[src/rtl/dts_pkg.sv]
package dts_pkg;
  typedef enum logic [1:0] {ST_CMD, ST_CNT, ST_ADDR, ST_DATA} seq_state_t;
  typedef enum logic [1:0] {CK_SRST = 2'd0, CK_READ = 2'd1, CK_WRITE = 2'd2, CK_UNKNOWN = 2'd3} cmd_kind_t;

  // Map a 3-bit command code to its kind.
  function automatic cmd_kind_t decode_cmd(input logic [2:0] code);
    case (code)
      3'd0:    return CK_SRST;
      3'd1:    return CK_READ;
      3'd2:    return CK_WRITE;
      default: return CK_UNKNOWN;
    endcase
  endfunction

  function automatic logic opens_transfer(input cmd_kind_t k);
    return (k == CK_READ) || (k == CK_WRITE);
  endfunction
endpackage

[src/rtl/dts_ctrl.sv]
module dts_ctrl
  import dts_pkg::*;
#(
  parameter int ADDR_BYTES = 3,
  parameter int CNT_W      = 8
) (
  input  logic             clk,
  input  logic             rst_n,
  input  logic             frm_valid,
  input  logic             sync_req,
  input  cmd_kind_t        kind,
  input  logic [CNT_W-1:0] cnt_q,
  output logic             in_cmd,
  output logic             ev_cmd,
  output logic             ev_open,
  output logic             ev_len,
  output logic             ev_addr,
  output logic             ev_data,
  output logic             ev_last
);
  localparam int IDX_W = (ADDR_BYTES > 1) ? $clog2(ADDR_BYTES) : 1;
  localparam logic [IDX_W-1:0] IDX_LAST = IDX_W'(ADDR_BYTES - 1);

  seq_state_t       st_q, st_d;
  logic [IDX_W-1:0] idx_q, idx_d;

  always_comb begin
    st_d    = st_q;
    idx_d   = idx_q;
    ev_cmd  = 1'b0;
    ev_open = 1'b0;
    ev_len  = 1'b0;
    ev_addr = 1'b0;
    ev_data = 1'b0;
    ev_last = 1'b0;
    if (sync_req) begin
      st_d  = ST_CMD;
      idx_d = '0;
    end else if (frm_valid) begin
      case (st_q)
        ST_CMD: begin
          ev_cmd = 1'b1;
          if (opens_transfer(kind)) begin
            ev_open = 1'b1;
            st_d    = ST_CNT;
          end
        end
        ST_CNT: begin
          ev_len = 1'b1;
          idx_d  = '0;
          st_d   = ST_ADDR;
        end
        ST_ADDR: begin
          ev_addr = 1'b1;
          if (idx_q == IDX_LAST) st_d = ST_DATA;
          else idx_d = idx_q + 1'b1;
        end
        default: begin
          ev_data = 1'b1;
          if (cnt_q <= CNT_W'(1)) begin
            ev_last = 1'b1;
            st_d    = ST_CMD;
          end
        end
      endcase
    end
  end

  always_ff @(posedge clk) begin
    if (!rst_n) begin
      st_q  <= ST_CMD;
      idx_q <= '0;
    end else begin
      st_q  <= st_d;
      idx_q <= idx_d;
    end
  end

  assign in_cmd = (st_q == ST_CMD);
endmodule

[src/rtl/dts_regs.sv]
module dts_regs #(
  parameter int BYTE_W = 8,
  parameter int ADDR_W = 24,
  parameter int CNT_W  = 8
) (
  input  logic              clk,
  input  logic              rst_n,
  input  logic              sync_req,
  input  logic              ev_open,
  input  logic              ev_len,
  input  logic              ev_addr,
  input  logic              ev_data,
  input  logic [BYTE_W-1:0] byte_in,
  output logic [ADDR_W-1:0] addr_q,
  output logic [CNT_W-1:0]  cnt_q
);
  function automatic logic [CNT_W-1:0] dec_sat(input logic [CNT_W-1:0] n);
    return (n == '0) ? '0 : n - 1'b1;
  endfunction

  function automatic logic [ADDR_W-1:0] shift_in(input logic [ADDR_W-1:0] a,
                                                  input logic [BYTE_W-1:0] b);
    return {a[ADDR_W-BYTE_W-1:0], b};
  endfunction

  always_ff @(posedge clk) begin
    if (!rst_n || sync_req) begin
      addr_q <= '0;
      cnt_q  <= '0;
    end else begin
      if (ev_open)      addr_q <= '0;
      else if (ev_addr) addr_q <= shift_in(addr_q, byte_in);
      if (ev_len)       cnt_q  <= CNT_W'(byte_in);
      else if (ev_data) cnt_q  <= dec_sat(cnt_q);
    end
  end
endmodule

[src/rtl/dts_report.sv]
module dts_report #(
  parameter int BYTE_W = 8
) (
  input  logic              clk,
  input  logic              rst_n,
  input  logic              ev_cmd,
  input  logic [1:0]        kind,
  input  logic              ev_data,
  input  logic [BYTE_W-1:0] byte_in,
  input  logic              dir_in,
  output logic              cmd_valid,
  output logic [1:0]        cmd_kind,
  output logic              data_valid,
  output logic [BYTE_W-1:0] data_byte,
  output logic              data_dir
);
  always_ff @(posedge clk) begin
    if (!rst_n) begin
      cmd_valid  <= 1'b0;
      cmd_kind   <= '0;
      data_valid <= 1'b0;
      data_byte  <= '0;
      data_dir   <= 1'b0;
    end else begin
      cmd_valid  <= ev_cmd;
      data_valid <= ev_data;
      if (ev_cmd) cmd_kind <= kind;
      if (ev_data) begin
        data_byte <= byte_in;
        data_dir  <= dir_in;
      end
    end
  end
endmodule

[src/rtl/dbg_txn_seq.sv]
module dbg_txn_seq
  import dts_pkg::*;
#(
  parameter int BYTE_W     = 8,
  parameter int ADDR_BYTES = 3,
  parameter int CNT_W      = 8
) (
  input  logic                       clk,
  input  logic                       rst_n,
  input  logic                       frm_valid,
  input  logic [BYTE_W-1:0]          frm_payload,
  input  logic                       frm_dir,
  input  logic                       sync_req,
  output logic                       cmd_mode,
  output logic                       cmd_valid,
  output logic [1:0]                 cmd_kind,
  output logic [BYTE_W*ADDR_BYTES-1:0] addr_o,
  output logic [CNT_W-1:0]           count_o,
  output logic                       data_valid,
  output logic [BYTE_W-1:0]          data_byte,
  output logic                       data_dir
);
  localparam int ADDR_W = BYTE_W * ADDR_BYTES;

  // Named internal events, visible to the bound checker.
  cmd_kind_t kind;
  logic ev_cmd, ev_open, ev_len, ev_addr, ev_data, ev_last;

  assign kind = decode_cmd(frm_payload[2:0]);

  dts_ctrl #(.ADDR_BYTES(ADDR_BYTES), .CNT_W(CNT_W)) u_ctrl (
    .clk(clk), .rst_n(rst_n), .frm_valid(frm_valid), .sync_req(sync_req),
    .kind(kind), .cnt_q(count_o), .in_cmd(cmd_mode),
    .ev_cmd(ev_cmd), .ev_open(ev_open), .ev_len(ev_len), .ev_addr(ev_addr),
    .ev_data(ev_data), .ev_last(ev_last)
  );

  dts_regs #(.BYTE_W(BYTE_W), .ADDR_W(ADDR_W), .CNT_W(CNT_W)) u_regs (
    .clk(clk), .rst_n(rst_n), .sync_req(sync_req), .ev_open(ev_open),
    .ev_len(ev_len), .ev_addr(ev_addr), .ev_data(ev_data),
    .byte_in(frm_payload), .addr_q(addr_o), .cnt_q(count_o)
  );

  dts_report #(.BYTE_W(BYTE_W)) u_rep (
    .clk(clk), .rst_n(rst_n), .ev_cmd(ev_cmd), .kind(kind),
    .ev_data(ev_data), .byte_in(frm_payload), .dir_in(frm_dir),
    .cmd_valid(cmd_valid), .cmd_kind(cmd_kind), .data_valid(data_valid),
    .data_byte(data_byte), .data_dir(data_dir)
  );
endmodule

[config.mk]
export PLATFORM = sky130hd
export DESIGN_NAME = dbg_txn_seq
export DESIGN_NICKNAME = d
export VERILOG_FILES = /design/src/rtl/dts_pkg.sv /design/src/rtl/dts_ctrl.sv /design/src/rtl/dts_regs.sv /design/src/rtl/dts_report.sv /design/src/rtl/dbg_txn_seq.sv
export SDC_FILE = /design/constraint.sdc
export NUM_CORES = 1
export LEC_CHECK = 0
export ABC_AREA = 0
export BUFFER_PORTS_ARGS = -buffer_cell sky130_fd_sc_hd__buf_4
export CORE_UTILIZATION = 58
export CTS_BUF_LIST = sky130_fd_sc_hd__clkbuf_8
export CTS_CLUSTER_DIAMETER = 120
export DETAILED_ROUTE_END_ITERATION = 8
export GPL_ROUTABILITY_DRIVEN = 0
export PLACE_DENSITY = 0.91
export SYNTH_ARGS = -nofsm -noshare
export SYNTH_HDL_FRONTEND = slang
export SYNTH_SLANG_ARGS = --single-unit
export TNS_END_PERCENT = 30
[constraint.sdc]
create_clock -name clk -period 3.1 [get_ports clk]
set_clock_uncertainty 0.05 [all_clocks]
set_input_delay 0.62 -clock clk [delete_from_list [all_inputs] [get_ports clk]]
set_output_delay 0.62 -clock clk [all_outputs]
set_load 0.03 [all_outputs]
* Yosys cells after proc, flatten, opt, wreduce, memory -nomap -nowiden *
Index checks and enable logic that the tools add are counted.

operators by class
  add/sub/neg operators = 2
  magnitude comparators = 1
  equal/unequal tests = 10
  mux-type cells = 26
  bitwise operators = 1
  reductions and logical operators = 14

operator list
  cell                                                             number
  2-to-1 mux 8 bit                                                 3
  2-to-1 mux 1 bit                                                 16
  one-hot mux 2 bit (3 select lines)                               2
  less-or-equal comparator 8 x 1 -> 1 bit (second input constant)  1
  zero test 8 bit                                                  1
  2-to-1 mux 2 bit                                                 4
  subtractor 8 x 1 -> 8 bit (second input constant)                1
  equality test 2 bit (second input constant)                      3
  equality test 2 x 1 -> 1 bit (second input constant)             2
  != test 2 x 1 -> 1 bit (second input constant)                   2
  one-hot mux 2 bit (2 select lines)                               1
  AND reduction 4 bit                                              1
  nonzero test 2 bit                                               2
  nonzero test 4 bit                                               1
  OR reduction 2 bit                                               2
  equality test 3 x 1 -> 1 bit (second input constant)             1
  equality test 3 x 2 -> 1 bit (second input constant)             1
  zero test 3 bit                                                  1
  AND reduction 3 bit                                              1
  OR reduction 3 bit                                               1
  adder 2 x 1 -> 2 bit (second input constant)                     1
  zero test 2 bit                                                  1
  logical OR 1 bit                                                 2
  != test 2 bit (second input constant)                            1
  other kinds (2)                                                  2

storage, ports and cells
  flip-flop bits (word level) = 49
  input bits = 13
  output and inout port bits = 46

* Logic depth before layout (Yosys ltp) *
Gate-level depths: netlist of the first run.

  word-level depth = 9
  gate-level depth with buffers = 7
  depth with buffers taken out = 6

* Hierarchy *
A second synthesis of the first run with hierarchy kept.

second synthesis, totals
  cell total of the unflattened synthesis = 226
  area, all modules = 2200.9 um^2

modules (own cells, without submodules)
  module       instances  cells an instance  area an instance (um^2)  seq. area each (um^2)
  dts_regs     1          139                1371.3                   640.6
  dts_report   1          39                 469.2                    260.2
  dts_ctrl     1          46                 347.8                    80.1
  dbg_txn_seq  1          2                  12.5                     0.0

* Worst setup path after synthesis of the first run *
No wires, ideal clock.

  path type = input to register
  start = input port frm_payload[0]
  end = register u_ctrl.st_q[1]
  setup time = 0.132 ns
  data arrival time = 1.819 ns
  setup slack = 1.099 ns
  stages on the path = 5
  cells stage by stage = or3b_2 -> ha_1 -> o221a_2 -> mux2i_1 -> a21oi_1

on the way
  word-level cells in the longest chain between the ends = 6
  elaborated cells on any way between the ends = 9
  those cells by class = eq/ne (5); mux (1); reduce/logical (3)

RTL lines
  element                                                                     line               RTL
  start, declared                                                             dbg_txn_seq.sv:11  input logic [BYTE_W-1:0] frm_payload,
  equality test 3 x 2 -> 1 bit, or another cell as far along                  dts_pkg.sv:7       case (code)
  one-hot mux 2 bit (3 select lines) (*)                                      dts_pkg.sv:7
  equality test 2 x 1 -> 1 bit / equality test 2 bit (equally long branches)  dts_pkg.sv:16      return (k == CK_READ) || (k == CK_WRITE);
  logical OR 1 bit (*)                                                        dts_pkg.sv:16
  != test 2 x 1 -> 1 bit (no source line) (*)                                 n/a
  AND reduction 4 bit (no source line) (*)                                    n/a
  end signal, assigned                                                        dts_ctrl.sv:74     st_q <= st_d;
  end, declared                                                               dts_ctrl.sv:24     seq_state_t st_q, st_d;

Every way passes the cells marked *; elsewhere a longest branch is shown, timed or not.
A chain may end at the register's enable or synchronous reset.

* Final worst setup path of the first run *
  start = register u_ctrl.st_q[0]
  end = output port cmd_mode

on the way
  word-level cells in the longest chain between the ends = 1

RTL lines
  element          line               RTL
  zero test 2 bit  dts_ctrl.sv:79     assign in_cmd = (st_q == ST_CMD);
  end, declared    dbg_txn_seq.sv:14  output logic cmd_mode,

No other way between the ends.

==> summary.txt, run 1 <==
Logic synthesis
  – Post-synth EDFFs: 0
  – Compound-gate portion of the synthesized area: around a fifth
  – Mapped cell area: 0.00218 mm²
  – Yosys cell types: between 40 and 50
  – Largest family of logic cells by synthesized area: simple AND/OR/NAND/NOR gates
  – Synth Area in Adders: about 5.2%
  – XOR/XNOR Fraction of Synth Area: roughly 1.2%
  – Ys async rst share: 0%
  – FF+latch count, synth: 49
  – Yosys warnings: 0
  – Simple logic cell fraction of the synthesized area: 23.2%
  – Avg Synthesized Cell Area: roughly 8.4 µm²
  – Syn Inst Count: approximately 260
  – Mux contribution to synthesized area: 0.917%
  – Syn Nets: roughly 280
  – Sequential cell area fraction in the yosys report: roughly 45%
  – Ys flop type: dfxtp_1

Setup path
  – Crit path required time: roughly 2.4 ns
  – Worst-path maximum fanout: 7
  – R2R depth: 5
  – Worst setup EP type: output pin
  – Setup CP Type: reg2out
  – Critical R2R Launch: u_regs.cnt_q[0]
  – Worst setup SP type: register
  – Worst R2R End: u_ctrl.st_q[0]
  – Data arrival, critical path: 1.28 ns
  – Reg2Reg Setup Slack: 1.21 ns

Drt
  – Post-route antenna net violation count: 0
  – 1st-pass router iterations: 4
  – M1 wire length: approximately 2200 µm
  – DR DRC count: 0
  – Vias/cell: between 5 and 6
  – Via count: just under 2000
  – DRT Wirelength: 5040 µm
  – Metal3 WL: about 280 µm
  – Max Used Layer: met4
  – Routed wl met2: between 2000 and 2500 µm
  – Wire length per cell: ~14 µm
  – DR iter-0 viols: between 100 and 150

Clocking
  – TritonCTS Buffers: 5
  – Postcts setup bufs: 0
  – Clock buffer depth: 2
  – TritonCTS clock tree: yes
  – Worst-path clk slew: ~0.090 ns
  – Hold Buf Count CTS: 0
  – Root Driver: clkbuf_8
  – H-tree depth: 2
  – Clk_lat worst skew: 0.30 ns
  – Clock sink total: slightly below 50
  – Post-CTS sizing: 0

Power
  – Pwr Density: between 300 and 400 mW/mm²
  – Leakage: between 1 and 1.5 nW
  – Worst vdd ir: 0.000234 V
  – Post-layout power: 0.00107 W

Floorplanning
  – Ports: around 60
  – Die W: 63.3 µm
  – Core Footprint: roughly 0.0035 mm²
  – Standard-cell rows: 21
  – Die area: 0.00401 mm²
  – Starting Density: 62.9%
  – Die Span Y: between 60 and 70 µm

Timing
  – Slew Limit Fails: 0
  – Max Clk Rate: just over 0.5 GHz
  – RSZ-0062 raised after global routing: no
  – Final cycle utilization of the critical path: 62.8%
  – Slew headroom: between 50% and 60%
  – Worst slew pin tran: approximately 0.74 ns
  – Finish-stage setup viols: 0
  – Setup TNS: 0 ns
  – Tmin final: roughly 1.9 ns
  – Final hold viol count: 0

Flow run
  – MaxCap Viol Count: 0

Global routing
  – Vias in the first global route: about 1800
  – Largest net degree at the start of global routing: 25
  – Initial antenna violation count: 0
  – All-Layer GR Usage: 26.1%
  – Global-route wire length before repair: between 8000 and 9000 µm
  – Grt total ovfl: 0

Layout
  – Final net count: ~340
  – Area grow syn2layout: 23.9%
  – Design area: approximately 0.0027 mm²
  – Ant diodes: 0
  – Post-layout util: about 78%
  – Fin cells: around 360
  – Share of post-route cells with drive strength above 1: about a quarter

Min path
  – Hold WC Path Type: reg2reg
  – Hold Path Cell Cnt: 2
  – Worst Hold End: u_regs.addr_q[17]
  – Hold path start: u_regs.addr_q[17]

Place
  – Port Buffers: 58
  – Placed Area: roughly 0.0026 mm²
  – Placed Instances: between 300 and 400
  – DP Wirelength: 3660 µm

Run status
  – Status: finished clean
logic make-up (layout without fill, tap and decap cells):
| group | after synthesis | count (layout) |
|---|---|---|
| AO/OA/AOI/OAI | 68 | 68 |
| flip-flops | 49 | 49 |
| XOR/XNOR | 3 | 3 |
| adder cells (fa/ha/maj) | 9 | 9 |
| buffers and inverters | 20 | 76 |
| multiplexers | 2 | 2 |
| AND/OR/NAND/NOR | 108 | 108 |
placed cells by master (no fill, tap or decap), types with 2 or more instances in the layout:
cell type	n
xor2_1	3
ha_1	9
buf_4	60
o22ai_1	3
nor3_1	2
clkbuf_8	5
inv_1	9
dfxtp_1	49
a21boi_0	9
and3b_1	2
nand2b_1	3
mux2i_1	2
a22oi_1	7
o21ai_0	6
nor3b_1	2
and2_1	3
nand2_1	76
a21oi_1	32
nor2_1	7
stage by stage:
stage / hold WS, ns / setup WS [ns]
final: 0.411 / 1.15
after floorplan: 0.454 / 1.10
after global routing: 0.439 / 1.09
after detailed placement: 0.401 / 0.883
after CTS: 0.413 / 1.16
after global placement: 0.393 / 0.922
power breakdown:
part / internal (W) / switching (W)
registers: 0.000632 / 0.00000242
logic: 0.0000266 / 0.0000390
clock network: 0.000158 / 0.000207
total: 0.000816 / 0.000249
how the worst max path moves through the flow:
stage | from | to | depth (start not counted) | slack [ns]
after global routing | u_regs.cnt_q[0] | u_ctrl.st_q[0] | 5 | 1.09
after global placement | frm_payload[0] | u_ctrl.st_q[1] | 6 | 0.92
final | u_ctrl.st_q[0] | cmd_mode | 3 | 1.15
after floorplan | frm_payload[0] | u_ctrl.st_q[1] | 5 | 1.10
after detailed placement | frm_payload[0] | u_regs.addr_q[16] | 5 | 0.88
after CTS | u_ctrl.st_q[0] | cmd_mode | 3 | 1.16
routing by layer:
metal  vias to the layer above  track usage, %
met2                        69            44.3
met3                         6            5.80
met5                         -               0
met1                       921            32.7
met4                         0            7.95
li1                        994               -
layout make-up:
type                       instances  area, µm²
tap                               46       57.6
clock buffer                       5       68.8
timing repair buffer              60        450
fill                             278        764
clock inverter                     3       17.5
inverter                           8       30.0
sequential                        49        981
multi-input combinational        190       1100
registers in the layout, indices dropped and copies added, names as in the netlist:
signal,cells
u_rep.data_dir,1
u_ctrl.st_q,2
u_rep.data_byte,8
u_rep.cmd_valid,1
u_regs.addr_q,24
u_ctrl.idx_q,2
u_rep.cmd_kind,2
u_regs.cnt_q,8
u_rep.data_valid,1
critical path, stage by stage (launching register included):
cell	delay, ns
dfxtp_1	0.40
inv_1	0.09
ha_1	0.29
buf_4	0.20
synth_stat cells, drive strengths merged (2+ instances only):
library cell,count,share of area (%)
and2,4,1.1
dfxtp,49,45
nor2b,2,0.92
a311o,2,0.97
buf,8,2.6
and3b,2,0.80
clkbuf,4,0.69
ha,9,5.2
inv,8,1.4
nand2b,3,0.86
o21ai,6,1.4
a211oi,2,0.92
nor3b,2,0.69
nor3,2,0.46
nor2,8,1.7
xor2,3,1.2
nor4,2,1.3
o22ai,3,0.86
a21boi,9,3.1
a22oi,7,2.4
a21oi,32,7.3
mux2i,2,0.92
nand2,76,13
(Power assumes the default switching activity.)
==> run 2, diff against run 1 <==
Settings changed: CORE_UTILIZATION 58 to 49, PLACE_DENSITY 0.91 to 0.82.
Clock period 3.1 ns to 1.6 ns, I/O delays scaled along.
==> run 2 against run 1 <==
Against the previous run: critical endpoint is now u_regs.cnt_q[2]; critical path type is now reg2reg; first-iteration DRC count increased by 32%; die area increased by 18%; sequential power rose by 92%; the run now ends with negative setup slack left; cell area rose by 13%; cell count up 7.8%.
==> summary.txt, run 2 (same netlist as run 1, synthesis figures left out) <==
Run status
  – Status: finished with violations (was finished clean)
  – Failing checks: negative setup slack

Timing
  – Tmin final: roughly 1.6 ns
  – Slew headroom: 70.0% (was 50.5%)
  – RSZ-0062 raised after global routing: yes (was no)
  – Final cycle utilization of the critical path: 100%
  – Slew Limit Fails: 0 (unchanged)
  – Max Clk Rate: 0.624 GHz
  – Final WS setup: -0.00145 ns (was 1.15 ns)
  – Finish-stage setup viols: 1 (was 0)
  – Final hold viol count: 0 (unchanged)
  – Worst slew pin tran: 0.446 ns (was 0.741 ns)

Layout
  – Most frequent cells in the layout: buf_4 (81), nand2_1 (76), dfxtp_1 (45) (was nand2_1 (76), buf_4 (60), dfxtp_1 (49))
  – Area grow syn2layout: 39.7% (was 23.9%)
  – Largest registers: u_regs.addr_q: 24 flops, u_regs.cnt_q: 8 flops, u_rep.data_byte: 8 flops (unchanged)
  – Final net count: 360 (was 336)
  – Biggest register: u_regs.addr_q (unchanged)
  – Max reg flops: 24 (unchanged)
  – Ant diodes: 0 (unchanged)
  – Share of post-route cells with drive strength above 1: 36.0% (was 23.8%)
  – Commonest non-fill, non-tap cell in the layout: buf_4 (was nand2_1)
  – # fillers: 336 (was 278)

Drt
  – 1st-pass router iterations: 4 (unchanged)
  – M1 wire length: 2340 µm (was 2240 µm)
  – Wire length per cell: 14.3 µm (was 14.0 µm)
  – Metal3 WL: 336 µm (was 275 µm)
  – DR DRC count: 0 (unchanged)
  – Via count: 2110 (was 1990)
  – Routed wl met2: 2810 µm (was 2470 µm)
  – DRT Wirelength: 5580 µm (was 5040 µm)
  – Vias/cell: 5.42 (was 5.51)
  – Max Used Layer: met4 (unchanged)
  – DR iter-0 viols: 150 (was 114)
  – Post-route antenna net violation count: 0 (unchanged)

Floorplanning
  – Ports: 59 (unchanged)
  – Core Footprint: 0.00414 mm² (was 0.00347 mm²)
  – Die W: 68.7 µm (was 63.3 µm)
  – Standard-cell rows: 23 (was 21)
  – Die area: 0.00472 mm² (was 0.00401 mm²)
  – Die Span Y: 68.7 µm (was 63.3 µm)
  – Starting Density: 52.7% (was 62.9%)

Setup path
  – Data arrival, critical path: 1.77 ns (was 1.28 ns)
  – Crit path required time: 1.77 ns (was 2.43 ns)
  – Worst setup EP type: register (was output pin)
  – Crit-path max cell delay: 0.36 ns (was 0.40 ns)
  – CP max stage cell: dfxtp_4 (was dfxtp_1)
  – Worst-path maximum fanout: 5 (was 7)
  – Worst setup SP type: register (unchanged)
  – Setup CP Type: reg2reg (was reg2out)
  – Critical path cell sequence: inv_2 > ha_1 > nor3b_2 > a211oi_4 > nand3_1 > a21oi_1 (was inv_1 > ha_1 > buf_4)

Power
  – Post-layout power: 0.00229 W (was 0.00107 W)
  – Clk pwr share: 39.4% (was 34.3%)
  – Leakage: 1.23 nW (was 1.09 nW)
  – Psw: 0.000524 W (was 0.000249 W)
  – Comb pwr share: 7.1% (was 6.2%)
  – Pwr Density: 750 mW/mm² (was 394 mW/mm²)
  – Net Sw Frac: 22.9% (was 23.4%)
  – Sequential share of power: 53.6% (was 59.6%)
  – Worst vdd ir: 0.000542 V (was 0.000234 V)
  – Int Power: 0.00176 W (was 0.000816 W)

Place
  – DP Wirelength: 3880 µm (was 3660 µm)
  – Port Buffers: 58 (unchanged)
  – Setup WS pre-CTS: -0.261 ns (was 0.883 ns)

Clocking
  – TritonCTS clock tree: yes (unchanged)
  – TritonCTS Buffers: 5 (unchanged)
  – H-tree depth: 2 (unchanged)
  – Worst-path clk slew: 0.09 ns (about the same)
  – Clock buffer depth: 2 (unchanged)
  – Root Driver: clkbuf_8 (unchanged)
  – Hold Buf Count CTS: 0 (unchanged)
  – Clk_lat worst skew: 0.30 ns (about the same)
  – Clock sink total: 49 (unchanged)

Global routing
  – All-Layer GR Usage: 24.0% (was 26.1%)
  – Initial antenna violation count: 0 (unchanged)
  – Grt total ovfl: 0 (unchanged)
  – Largest net degree at the start of global routing: 25 (unchanged)
  – Global-route wire length before repair: 8450 µm (was 8360 µm)
  – Vias in the first global route: 1888 (was 1784)

Min path
  – Hold WC Path Type: in2reg (was reg2reg)

Flow run
  – MaxCap Viol Count: 0 (unchanged)
[run 2: layout make-up]
type                    count  area [µm²]  area share (%)
multi-input cells         190        1200            39.2
repair buffers             84         651            21.3
inverters                   8        30.0           0.985
flip-flops and latches     49         993            32.6
clock inverters             3        46.3            1.52
well taps                  50        62.6            2.05
clock buffers               5        68.8            2.26
[run 2: per-stage QoR]
step	cell area (µm²)	cells	hold slack (ns)	setup TNS [ns]	utilization, %
6_report	3050	389	0.217	-0.00145	73.6
5_1_grt	3050	389	0.228	-0.128	73.6
4_1_cts	2970	386	0.222	-0.0397	71.6
3_5_place_dp	2820	378	0.398	-4.49	68.0
3_3_place_gp	2820	378	0.394	-3.93	68.0
2_1_floorplan	2210	259	0.380	-0.0822	-
[run 2: power groups by stage]
stage	Combinational (W)	Clock (W)	Sequential [W]
5_1_grt	0.000172	0.000959	0.00123
4_1_cts	0.000152	0.000908	0.00122
3_3_place_gp	0.000144	0	0.00125
2_1_floorplan	0.0000630	0	0.00126
3_5_place_dp	0.000146	0	0.00125
6_report	0.000162	0.000900	0.00122
[run 2: what timing repair did]
item	4_1_cts	5_1_grt
pin swaps	3	9
setup endpoints to repair	28	14
resized for setup	9	15
setup buffers	0	3
[run 2: layer usage]
metal  vias up  GRT usage, %
met4         0          7.14
met2        72          42.5
met3        10          5.76
met5         -             0
li1       1035             -
met1       993          28.7
[run 2: path summary, 6_finish.rpt]
path	startpoint	end	slack (ns)	cells past startpoint
setup reg to reg	u_regs.cnt_q[0]	u_regs.cnt_q[2]	-0.001	6
hold / removal	frm_dir	u_rep.data_dir	0.22	3
hold reg to reg	u_regs.addr_q[17]	u_regs.addr_q[17]	0.41	2
setup / recovery	u_regs.cnt_q[0]	u_regs.cnt_q[2]	-0.001	6
[run 2: worst max-delay path, delay by kind of cell, from the launching register on]
family / cells / cell delay, ns
compound gates: 2 / 0.52
fa+ha+maj: 1 / 0.21
buf+inv: 1 / 0.04
flops: 1 / 0.36
simple gates: 2 / 0.33
